### config.mk
export PLATFORM = sky130hd
export DESIGN_NAME = conv_bus_emu
export DESIGN_NICKNAME = d
export VERILOG_FILES = /design/src/rtl/conv_bus_emu_pkg.sv /design/src/rtl/conv_bus_emu_ctrl.sv /design/src/rtl/conv_bus_emu_pulse.sv /design/src/rtl/conv_bus_emu_outmux.sv /design/src/rtl/conv_bus_emu.sv
export SDC_FILE = /design/constraint.sdc
export NUM_CORES = 1
export LEC_CHECK = 0
export ABC_AREA = 1
export CAP_MARGIN = 5
export CORE_AREA = 2 2 68 70
export DETAILED_ROUTE_END_ITERATION = 8
export DIE_AREA = 0 0 70 72
export GPL_ROUTABILITY_DRIVEN = 0
export PLACE_DENSITY = 0.87
export SYNTH_ARGS = -nofsm -noshare
export SYNTH_HDL_FRONTEND = slang
export SYNTH_SLANG_ARGS = --single-unit
### constraint.sdc
create_clock -name clk -period 2 [get_ports clk]
set_input_delay 0.2 -clock clk [delete_from_list [all_inputs] [get_ports clk]]
set_output_delay 0.2 -clock clk [all_outputs]
set_load 0.02 [all_outputs]
### src/rtl/conv_bus_emu_pkg.sv
package conv_bus_emu_pkg;

  // Byte lane selection: 0 -> upper half, 1 -> lower half.
  function automatic logic [7:0] pick_lane(input logic [15:0] word, input logic lower);
    return lower ? word[7:0] : word[15:8];
  endfunction

  // True while the old word has expired but the new one is not yet written.
  function automatic logic in_dead_window(input int cnt, input int hold_cyc, input int conv_cyc);
    return (cnt >= hold_cyc) && (cnt < conv_cyc - 1);
  endfunction

endpackage

### src/rtl/conv_bus_emu_ctrl.sv
module conv_bus_emu_ctrl
  import conv_bus_emu_pkg::*;
#(
  parameter int          CONV_CYC  = 800,
  parameter int          VALID_CYC = 500,
  parameter logic [15:0] BAD_WORD  = 16'hDEAD,
  localparam int         CW        = $clog2(CONV_CYC + 1)
) (
  input  logic        clk,
  input  logic        rst_n,
  input  logic        cs_n,
  input  logic        rd_cnv,
  input  logic [15:0] sample_in,
  output logic        busy,
  output logic        accept_evt,
  output logic [15:0] vis_word,
  output logic        viol_busy
);

  logic          rc_q;
  logic          busy_q;
  logic [CW-1:0] cnt_q;
  logic [15:0]   pend_q;
  logic [15:0]   res_q;
  logic          vb_q;

  logic start_evt, ign_evt, upd_evt, fin_evt, dead_win;

  assign start_evt  = rc_q & ~rd_cnv & ~cs_n;
  assign accept_evt = start_evt & busy_q;
  assign ign_evt    = start_evt & ~busy_q;
  assign upd_evt    = ~busy_q && (int'(cnt_q) == CONV_CYC - 2);
  assign fin_evt    = ~busy_q && (int'(cnt_q) == CONV_CYC - 1);
  assign dead_win   = ~busy_q && in_dead_window(int'(cnt_q), VALID_CYC, CONV_CYC);

  always_ff @(posedge clk) begin
    if (!rst_n) begin
      rc_q   <= 1'b1;
      busy_q <= 1'b1;
      cnt_q  <= '0;
      pend_q <= '0;
      res_q  <= '0;
      vb_q   <= 1'b0;
    end else begin
      rc_q <= rd_cnv;
      if (accept_evt) begin
        busy_q <= 1'b0;
        cnt_q  <= '0;
        pend_q <= sample_in;
      end else if (fin_evt) begin
        busy_q <= 1'b1;
      end else if (!busy_q) begin
        cnt_q <= cnt_q + 1'b1;
      end
      if (upd_evt) res_q <= pend_q;
      if (ign_evt) vb_q <= 1'b1;
    end
  end

  assign busy      = busy_q;
  assign vis_word  = dead_win ? BAD_WORD : res_q;
  assign viol_busy = vb_q;

  AST_BUSY_FALLS_ON_START: assert property (@(posedge clk) disable iff (!rst_n)
    accept_evt |=> !busy_q);
  AST_BUSY_LOW_SPAN: assert property (@(posedge clk) disable iff (!rst_n)
    $rose(busy_q) |-> (int'($past(cnt_q)) == CONV_CYC - 1));
  AST_RESULT_BEFORE_BUSY: assert property (@(posedge clk) disable iff (!rst_n)
    $rose(busy_q) |-> $past(upd_evt, 2));
  AST_RESULT_ONLY_ON_UPDATE: assert property (@(posedge clk) disable iff (!rst_n)
    !$stable(res_q) |-> $past(upd_evt));
  AST_IGNORED_FLAGGED: assert property (@(posedge clk) disable iff (!rst_n)
    ign_evt |=> vb_q);
  AST_IGNORED_NO_RESTART: assert property (@(posedge clk) disable iff (!rst_n)
    (ign_evt && !fin_evt) |=> (cnt_q == $past(cnt_q) + 1'b1));
  AST_BUSY_FLAG_STICKY: assert property (@(posedge clk) disable iff (!rst_n)
    $past(vb_q) |-> vb_q);

endmodule

### src/rtl/conv_bus_emu_pulse.sv
module conv_bus_emu_pulse #(
  parameter int  MIN_PULSE = 4,
  localparam int PW        = $clog2(MIN_PULSE + 1)
) (
  input  logic clk,
  input  logic rst_n,
  input  logic accept_evt,
  input  logic rd_cnv,
  output logic viol_pulse
);

  logic          trk_q;
  logic [PW-1:0] pw_q;
  logic          vp_q;
  logic          end_evt, short_evt;

  assign end_evt   = trk_q & rd_cnv & ~accept_evt;
  assign short_evt = end_evt && (int'(pw_q) < MIN_PULSE);

  always_ff @(posedge clk) begin
    if (!rst_n) begin
      trk_q <= 1'b0;
      pw_q  <= '0;
      vp_q  <= 1'b0;
    end else begin
      if (accept_evt) begin
        trk_q <= 1'b1;
        pw_q  <= PW'(1);
      end else if (end_evt) begin
        trk_q <= 1'b0;
      end else if (trk_q && int'(pw_q) < MIN_PULSE) begin
        pw_q <= pw_q + 1'b1;
      end
      if (short_evt) vp_q <= 1'b1;
    end
  end

  assign viol_pulse = vp_q;

  AST_SHORT_PULSE_FLAGGED: assert property (@(posedge clk) disable iff (!rst_n)
    short_evt |=> vp_q);
  AST_PULSE_FLAG_STICKY: assert property (@(posedge clk) disable iff (!rst_n)
    $past(vp_q) |-> vp_q);

endmodule

### src/rtl/conv_bus_emu_outmux.sv
module conv_bus_emu_outmux
  import conv_bus_emu_pkg::*;
(
  input  logic        cs_n,
  input  logic        rd_cnv,
  input  logic        byte_sel,
  input  logic [15:0] vis_word,
  output logic [7:0]  bus_data,
  output logic        bus_oe
);

  assign bus_oe   = rd_cnv & ~cs_n;
  assign bus_data = pick_lane(vis_word, byte_sel);

endmodule

### src/rtl/conv_bus_emu.sv
module conv_bus_emu #(
  parameter int          CONV_CYC  = 800,
  parameter int          VALID_CYC = 500,
  parameter int          MIN_PULSE = 4,
  parameter logic [15:0] BAD_WORD  = 16'hDEAD
) (
  input  logic        clk,
  input  logic        rst_n,
  input  logic        cs_n,
  input  logic        rd_cnv,
  input  logic        byte_sel,
  input  logic [15:0] sample_in,
  output logic        busy,
  output logic [7:0]  bus_data,
  output logic        bus_oe,
  output logic        viol_busy,
  output logic        viol_pulse
);

  logic        accept_evt;
  logic [15:0] vis_word;

  conv_bus_emu_ctrl #(
    .CONV_CYC (CONV_CYC),
    .VALID_CYC(VALID_CYC),
    .BAD_WORD (BAD_WORD)
  ) i_ctrl (
    .clk       (clk),
    .rst_n     (rst_n),
    .cs_n      (cs_n),
    .rd_cnv    (rd_cnv),
    .sample_in (sample_in),
    .busy      (busy),
    .accept_evt(accept_evt),
    .vis_word  (vis_word),
    .viol_busy (viol_busy)
  );

  conv_bus_emu_pulse #(
    .MIN_PULSE(MIN_PULSE)
  ) i_pulse (
    .clk       (clk),
    .rst_n     (rst_n),
    .accept_evt(accept_evt),
    .rd_cnv    (rd_cnv),
    .viol_pulse(viol_pulse)
  );

  conv_bus_emu_outmux i_outmux (
    .cs_n    (cs_n),
    .rd_cnv  (rd_cnv),
    .byte_sel(byte_sel),
    .vis_word(vis_word),
    .bus_data(bus_data),
    .bus_oe  (bus_oe)
  );

  initial begin
    AST_CFG_ORDER: assert (CONV_CYC >= 2 && VALID_CYC >= 1 && MIN_PULSE >= 1);
  end

endmodule

==> Word-level counts from Yosys, hierarchy flattened <==
Cells that the tools add are included.
{ "word_totals": {"input_bits": 21, "regBits": 50, "out_inout_bits": 12} }
{ "classes": {"n_eq_ne": 3, "bitwise_logic": 14, "magnitude_cmp": 3, "mux": 9, "reduce_logical": 13, "add_sub_neg": 2} }
{ "op_table": {"columns": ["operator", "n"], "rows": [
  ["10-bit by 9-bit equality test with 1-bit output (second input constant)", 2],
  ["16-bit two-way mux", 1],
  ["10-bit by 1-bit adder with 10-bit output (second input constant)", 1],
  ["10-bit by 9-bit >= comparator with 1-bit output (second input constant)", 1],
  ["10-bit < comparator (second input constant)", 1],
  ["8-bit two-way mux", 1],
  ["1-bit AND", 7],
  ["1-bit two-way mux", 7],
  ["1-bit inverter", 7],
  ["1-bit logical AND", 6],
  ["2-bit AND reduction", 3],
  ["2-bit nonzero test", 3],
  ["3-bit by 1-bit adder with 3-bit output (second input constant)", 1],
  ["3-bit < comparator (second input constant)", 1],
  ["2-bit by 1-bit != test with 1-bit output (second input constant)", 1],
  ["2-bit OR reduction", 1]
]} }

==> Logic depth before layout (Yosys ltp) <==
Gate-level depths: netlist of the first run.
{ "logic_depth": {"word_depth": 8, "ltp_mapped": 10, "ltp_nobuf": 8} }

==> Hierarchy <==
From an unflattened synthesis of the first run, not the netlist that was laid out.
{ "unflattened": {"hier_cells": 354, "hier_area_um2": 2426.1} }
{ "by_module_without_submodules": {"columns": ["module", "area_each_um2", "cells_each", "instances"], "rows": [
  ["conv_bus_emu_ctrl", 2064.5, 294, 1],
  ["conv_bus_emu_pulse", 249.0, 32, 1],
  ["conv_bus_emu_outmux", 112.6, 28, 1]
]} }

==> Worst setup path after synthesis of the first run <==
Ideal clock, no wire load.
{ "synth_timing": {"path_kind": "register to output", "from": "register i_ctrl.cnt_q[1]", "to": "output port bus_data[0]", "arrival_time_ps": 1359, "required_ps": 1800, "setup_slack_ps": 441, "path_buffers": 1, "stages_incl_launch_ff": 9, "path_cell_list": "dfxtp_1 ha_1 nand3_4 nor2_2 nand2_1 nand3_2 buf_6 nand3_1 nand2_1"} }
{ "synth_via": {"elab_chain_len": 5, "word_cells_on_any_way": 6} }
{ "synth_rtl": {"columns": ["item", "line_no", "source"], "rows": [
  ["start: declaration", "conv_bus_emu_ctrl.sv:22", "logic [CW-1:0] cnt_q;"],
  ["start signal: assignment", "conv_bus_emu_ctrl.sv:53", "cnt_q <= cnt_q + 1'b1;"],
  ["10-bit by 9-bit >= comparator with 1-bit output or 10-bit < comparator (tied branches)", "conv_bus_emu_pkg.sv:10", "return (cnt >= hold_cyc) && (cnt < conv_cyc - 1);"],
  ["1-bit logical AND *", "conv_bus_emu_pkg.sv:10", null],
  ["1-bit logical AND *", "conv_bus_emu_ctrl.sv:34", "assign dead_win = ~busy_q && in_dead_window(int'(cnt_q), VALID_CYC, CONV_CYC);"],
  ["16-bit two-way mux *", "conv_bus_emu_ctrl.sv:61", "assign vis_word = dead_win ? BAD_WORD : res_q;"],
  ["8-bit two-way mux *", "conv_bus_emu_pkg.sv:5", "return lower ? word[7:0] : word[15:8];"],
  ["end: declaration", "conv_bus_emu.sv:14", "output logic [7:0] bus_data,"]
]} }
Mark *: on every way between the ends. The rest lies on a longest branch, timed or not.

==> Final worst setup path of the first run <==
{ "layout_timing": {"from": "register i_ctrl.cnt_q[0]", "to": "output port bus_data[1]"} }
The elaborated chain is that of the path after synthesis.

==> run_results.csv, run 1 <==
group,metric,value,unit
outcome,outcome,"finished clean",
global_routing,grt_pass1_wl,8714,um
yosys,synth_top_area_share,44.40,%
floorplan,num_rows,24,
routing,drt_iter0_drc,219,
clock_network,clock_latency,0.30,ns
finish,num_antenna_cells,0,
sta,post-route-period-util,93.23,%
global_routing,antenna_found_initial,0,
floorplan,die_area,5040,um2
global_routing,grtUsageMet3,4.028,%
yosys,synth-seq-cells,50,
clock_network,root_buffer,"clkbuf_8",
finish,fin_area,2819,um2
flow_run,drv_cap,0,
yosys,synth_cells,316,
sta,hold_viol,0,
worst_setup_path,cp-end-kind,"primary output",
routing,num_vias,2127,
yosys,syn_area,2255,um2
yosys,syn_avg_cell_area,7.135,um2
floorplan,die_height,72,um
clock_network,cts_max_level,2,
routing,drc,0,
pwr,powerDensity,647.7,nW/um2
sta,worstMarginPinSlew,0.3093,ns
finish,nets,390,
finish,final_layout_size_suffix_gt1_share,16.12,%
global_routing,grtUsageMet2,38.20,%
worst_setup_path,worstSetupStartpointType,"flip-flop",
global_routing,grtUsageTotal,21.48,%
routing,wire_per_inst,12.12,um
worst_setup_path,crit_type,"flip-flop to primary output",
sta,final-setup-viol-count,0,
routing,dr.pass1.iters,4,
clock_network,clock_path_buffers,2,
yosys,yosys-top-cells-area,"dfxtp_1, nand2_1, nand3_1, a21oi_1, inv_1",
yosys,ys_warn_count,0,
floorplan,ios,33,
routing,viasPerCell,5.089,
hold_path,holdCritPathClass,"flip-flop to flip-flop",
global_routing,grt_pass1_vias,1996,
pwr,p_leak,1.245,nW
yosys,synth-seq-area-share,44.40,%
routing,ant_nets,0,
finish,area_growth_syn_to_layout,25.03,%
sta,grt_setup_unrepaired,"no",
global_routing,grt_most_used_layer,"met2",
worst_setup_path,arrival,1.66,ns
finish,instances_no_fill,418,
clock_network,cts_sinks,50,
clock_network,post_cts.repair.setup_buffers,0,
clock_network,cts_buffers,5,
finish,final_util,66.11,%
worst_setup_path,critical_path_required,1.80,ns
placement,hpwl,3511,um
placement,portBuffers,32,
floorplan,die_w,70,um
global_routing,gr-total-overflow,0,
routing,routed_wl,5067,um
sta,fmax,536.3,MHz
floorplan,coreArea,4264,um2
placement,place_inst,409,
global_routing,grt_use_met1,26.25,%
floorplan,initial_core_util,52.88,%
clock_network,cts_tree,"built",
clock_network,clkTransAtPathRegs,0.09,ns
placement,place_area,2714,um2
yosys,syn_nets,341,
sta,period_minus_slack,1.865,ns
sta,slew_violations,0,
global_routing,grt_max_degree,37,
yosys,ys_types,24,
worst_setup_path,critPathMaxFanout,6,
sta,fin_hold_ws,0.4510,ns
yosys,yosys.area.top_type,"dfxtp_1",
sta,final.setup_skew,0.002179,ns
pwr,vdd_drop_max,0.5067,mV
sta,relSlewSlack,79.38,%
## state kept, by name (all words and copies together) (netlist names)
name                count
i_ctrl.busy             1
i_pulse.viol_pulse      1
i_pulse.trk_q           1
i_ctrl.cnt_q           10
i_pulse.pw_q            3
i_ctrl.viol_busy        1
i_ctrl.res_q           16
i_ctrl.pend_q          16
i_ctrl.rc_q             1
## power breakdown
part | leakage [nW] | internal [W] | switching, W
Clock | 0.0489 | 0.000286 | 0.000328
Combinational | 0.790 | 0.0000794 | 0.0000993
Sequential | 0.406 | 0.00102 | 0.0000141
## final cells by class
class | instances | area [um2]
flip-flops and latches | 50 | 1002
repair buffers | 54 | 445.4
clock inverters | 1 | 8.758
clock buffers | 7 | 86.33
fillers | 352 | 1445
well taps | 52 | 65.06
inverters | 37 | 138.9
multi-input cells | 217 | 1072
## critical path: stages, from the launching register on
cell and delay, ns:
dfxtp_1 0.35, ha_2 0.21, nand3_4 0.09, nor2_4 0.12, nand2_2 0.11, nand3_4 0.14, nand3_1 0.09, nand2_1 0.09
clkbuf_2 0.17
## placed cells by master, fill, tap and decap left out, types with 2 or more instances in the layout
cell             netlist  final
o21ai_1               15     15
nor2_1                23     23
clkdlybuf4s50_1        0     24
clkbuf_8               0      6
ha_1                   4      3
o21ai_0                9      9
nand4_1                2      2
nand2_2                4      6
inv_2                  3      3
inv_1                 34     34
buf_4                  1     22
nor2_2                 5      4
nand3_4                1      4
dfxtp_1               50     49
a21oi_1               26     25
nand2_1               91     89
nand3_1               29     29
xnor2_1                2      2
clkbuf_2               0      7
## what timing repair did
item / in CTS / in global routing
hold endpoints to repair: 0 / 0
cloned: 1 / 0
pin swaps: 1 / 0
setup endpoints to repair: 8 / 9
resized for setup: 17 / 17
hold buffers: 0 / 0
## cells in the mapped netlist
master / number
a21oi_1: 26
a31oi_1: 1
buf_2: 4
buf_4: 1
buf_6: 4
clkbuf_1: 3
clkbuf_4: 1
dfxtp_1: 50
ha_1: 4
inv_1: 34
inv_2: 3
nand2_1: 91
nand2_2: 4
nand2_4: 1
nand3_1: 29
nand3_2: 2
nand3_4: 1
nand4_1: 2
nor2_1: 23
nor2_2: 5
o21ai_0: 9
o21ai_1: 15
xnor2_1: 2
xor2_1: 1
## metal layers
| metal | share of wire, % | vias up |
|---|---|---|
| li1 | - | 1095 |
| met1 | 44 | 960 |
| met2 | 49 | 66 |
| met3 | 5.8 | 6 |
| met4 | 1.3 | 0 |
| met5 | 0 | - |
## final timing paths
| path | startpoint | to | slack, ns | depth (start not counted) |
|---|---|---|---|---|
| max | i_ctrl.cnt_q[0] | bus_data[1] | 0.14 | 8 |
| min | i_ctrl.pend_q[8] | i_ctrl.pend_q[8] | 0.45 | 2 |
| max reg2reg | i_ctrl.cnt_q[0] | i_ctrl.res_q[9] | 0.27 | 8 |
| min reg2reg | i_ctrl.pend_q[8] | i_ctrl.pend_q[8] | 0.45 | 2 |
## cell families (layout without fill, tap and decap cells)
kind of cell | count (synthesis) | after routing | share of synthesized area [%]
simple gates | 158 | 159 | 30.63
compound gates | 51 | 51 | 11.38
flops | 50 | 50 | 44.40
buf+inv | 50 | 99 | 10.21
fa+ha+maj | 4 | 4 | 2.220
xor+xnor | 3 | 3 | 1.166
## per-stage QoR
stage	power [W]	setup WS [ns]	setup TNS [ns]
floorplan	0.001146	0.4412	0
global placement	0.001227	-0.003744	-0.007014
detailed placement	0.001233	-0.03400	-0.08937
CTS	0.001836	0.009315	0
global route	0.001897	0.04331	0
finish	0.001826	0.1354	0
Power figures use the tool's default switching activity.
==> run 2, diff against run 1 <==
Settings changed: ABC_CLOCK_PERIOD_IN_PS set to 1800, CORE_AREA 2 2 68 70 to 2 2 69 71, DIE_AREA 0 0 70 72 to 0 0 71 73, PLACE_DENSITY 0.87 to 0.85.
Clock period 2 ns to 1.8 ns, I/O delays scaled along.
==> run 2 against run 1 <==
Against the previous run: utilization is 0.62 points lower; largest cell class unchanged; largest power group unchanged; critical path depth up 1; wire length increased by 4.8%; sequential power increased by 12%; die area rose by 2.8%; cell count grew 1.9%; non-clock buffer count is 6 higher; first-iteration DRC count decreased by 36%; clock power rose by 12%; sequential share of layout area down 1.3 points; clock skew is 0.0047 ns higher; register-to-register slack got worse by 0.17 ns.
==> run_results.csv, run 2 (synthesized netlist as in run 1, its figures left out) <==
group,metric,value,unit
outcome,outcome,"finished clean",
sta,post-route-period-util,98.42,%
worst_setup_path,cp-end-kind,"primary output",
sta,worstMarginPinSlew,0.3270,ns
routing,dr.pass1.iters,4,
finish,fillers,354,
global_routing,grt_max_degree,37,
hold_path,holdCritPathClass,"input port to flip-flop",
clock_network,clkTransAtPathRegs,0.09,ns
finish,fin_area,2970,um2
routing,routed_wl,5309,um
worst_setup_path,critPathMaxFanout,5,
sta,fin_setup_tns,0,ns
flow_run,drv_cap,0,
finish,multi_input_comb_area,1117,um2
placement,hpwl,3516,um
finish,largestRegisters,"i_ctrl.pend_q x16, i_ctrl.res_q x16, i_ctrl.cnt_q x10",
finish,nets,396,
worst_setup_path,arrival,1.59,ns
sta,period_minus_slack,1.772,ns
pwr,vdd_drop_max,0.5529,mV
finish,instances_no_fill,426,
clock_network,cts_sinks,50,
routing,viasPerCell,5.066,
finish,final_layout_size_suffix_gt1_share,21.24,%
sta,grt_setup_unrepaired,"yes",
sta,slew_violations,0,
placement,portBuffers,32,
sta,final.setup_skew,0.006836,ns
global_routing,grt_pass1_wl,8680,um
routing,num_vias,2158,
finish,num_antenna_cells,0,
worst_setup_path,critical_path_required,1.62,ns
floorplan,coreArea,4536,um2
global_routing,grt_pass1_vias,2023,
sta,relSlewSlack,78.20,%
pwr,powerDensity,685.5,nW/um2
sta,fmax,564.5,MHz
floorplan,die_height,73,um
clock_network,cts_max_level,2,
routing,drc,0,
worst_setup_path,crit_type,"flip-flop to primary output",
finish,area_growth_syn_to_layout,31.74,%
floorplan,die_w,71,um
floorplan,num_rows,25,
floorplan,ios,33,
sta,fin_hold_ws,0.4294,ns
clock_network,root_buffer,"clkbuf_8",
placement,place_inst,414,
routing,ant_nets,0,
routing,drt_iter0_drc,141,
routing,wire_per_inst,12.46,um
finish,final_common_cell,"nand2_1",
pwr,p_leak,1.329,nW
sta,hold_viol,0,
clock_network,cts_tree,"built",
floorplan,initial_core_util,49.71,%
clock_network,cts_buffers,5,
global_routing,antenna_found_initial,0,
global_routing,gr-total-overflow,0,
floorplan,die_area,5183,um2
global_routing,grtUsageTotal,21.00,%
clock_network,clock_latency,0.30,ns
clock_network,clock_path_buffers,2,
finish,regArea,1016,um2
finish,layout.cells.most_common_list,"nand2_1, dfxtp_1, inv_1",
sta,final-setup-viol-count,0,
worst_setup_path,worstSetupStartpointType,"flip-flop",
placement,place_area,2739,um2
run 2: critical path, stage by stage, from the launching register on:
cell and delay [ns]:
dfxtp_4 0.38, ha_4 0.16, nand3_4 0.08, nor2_4 0.15, nand2_4 0.08, nand3_4 0.12
nand2_2 0.06, nand2_2 0.06, nand2_2 0.06, buf_6 0.13
run 2: cell type report:
cell class / count / area share (%)
clock buffers: 6 / 2.780
multi-input cells: 217 / 37.62
flip-flops and latches: 50 / 34.20
repair buffers: 60 / 17.86
well taps: 54 / 2.275
inverters: 37 / 4.676
clock inverters: 2 / 0.5897
run 2: worst paths after layout:
path                     startpoint                end  slack, ns  cells after the start
setup / recovery    i_ctrl.cnt_q[0]        bus_data[1]       0.03                      9
setup reg to reg    i_ctrl.cnt_q[0]    i_ctrl.res_q[9]       0.10                      9
hold reg to reg   i_ctrl.pend_q[13]  i_ctrl.pend_q[13]       0.45                      2
hold / removal         sample_in[7]   i_ctrl.pend_q[7]       0.43                      3
run 2: where the power goes:
part           switching, W  internal [W]  total (W)
combinational      0.000109     0.0000927   0.000202
sequential        0.0000177       0.00113    0.00115
clock              0.000371      0.000316   0.000687
total              0.000497       0.00154    0.00204
run 2: layer usage:
| metal | routed length [um] | vias up | track usage (%) |
|---|---|---|---|
| li1 | - | 1109 | - |
| met1 | 2437 | 984 | 26.95 |
| met2 | 2565 | 53 | 34.16 |
| met3 | 195 | 12 | 4.558 |
| met4 | 110 | 0 | 9.224 |
| met5 | 0 | - | 0 |
run 2: what timing repair did:
action | 4_1_cts | 5_1_grt
endpoints found under the setup margin | 8 | 8
gates resized for setup | 46 | 28
cloned | 1 | 0
hold buffers | 0 | 0
setup buffers | 0 | 3
pin swaps | 6 | 12
run 2: metrics by stage:
step                      utilization, %  power, W  worst slack [ns]
after floorplan                        -  0.001274            0.2612
after global placement             60.39  0.001363           -0.1602
after detailed placement           60.39  0.001369           -0.2095
after CTS                          63.20  0.002050          0.002667
after global routing               65.49  0.002127          -0.04653
final                              65.49  0.002036           0.02846
==> run 3, diff against run 2 <==
Settings changed: CAP_MARGIN 5 to 20.
==> results of run 3 <==
Same layout as run 2: the final DEF is identical, and so are final timing and power.
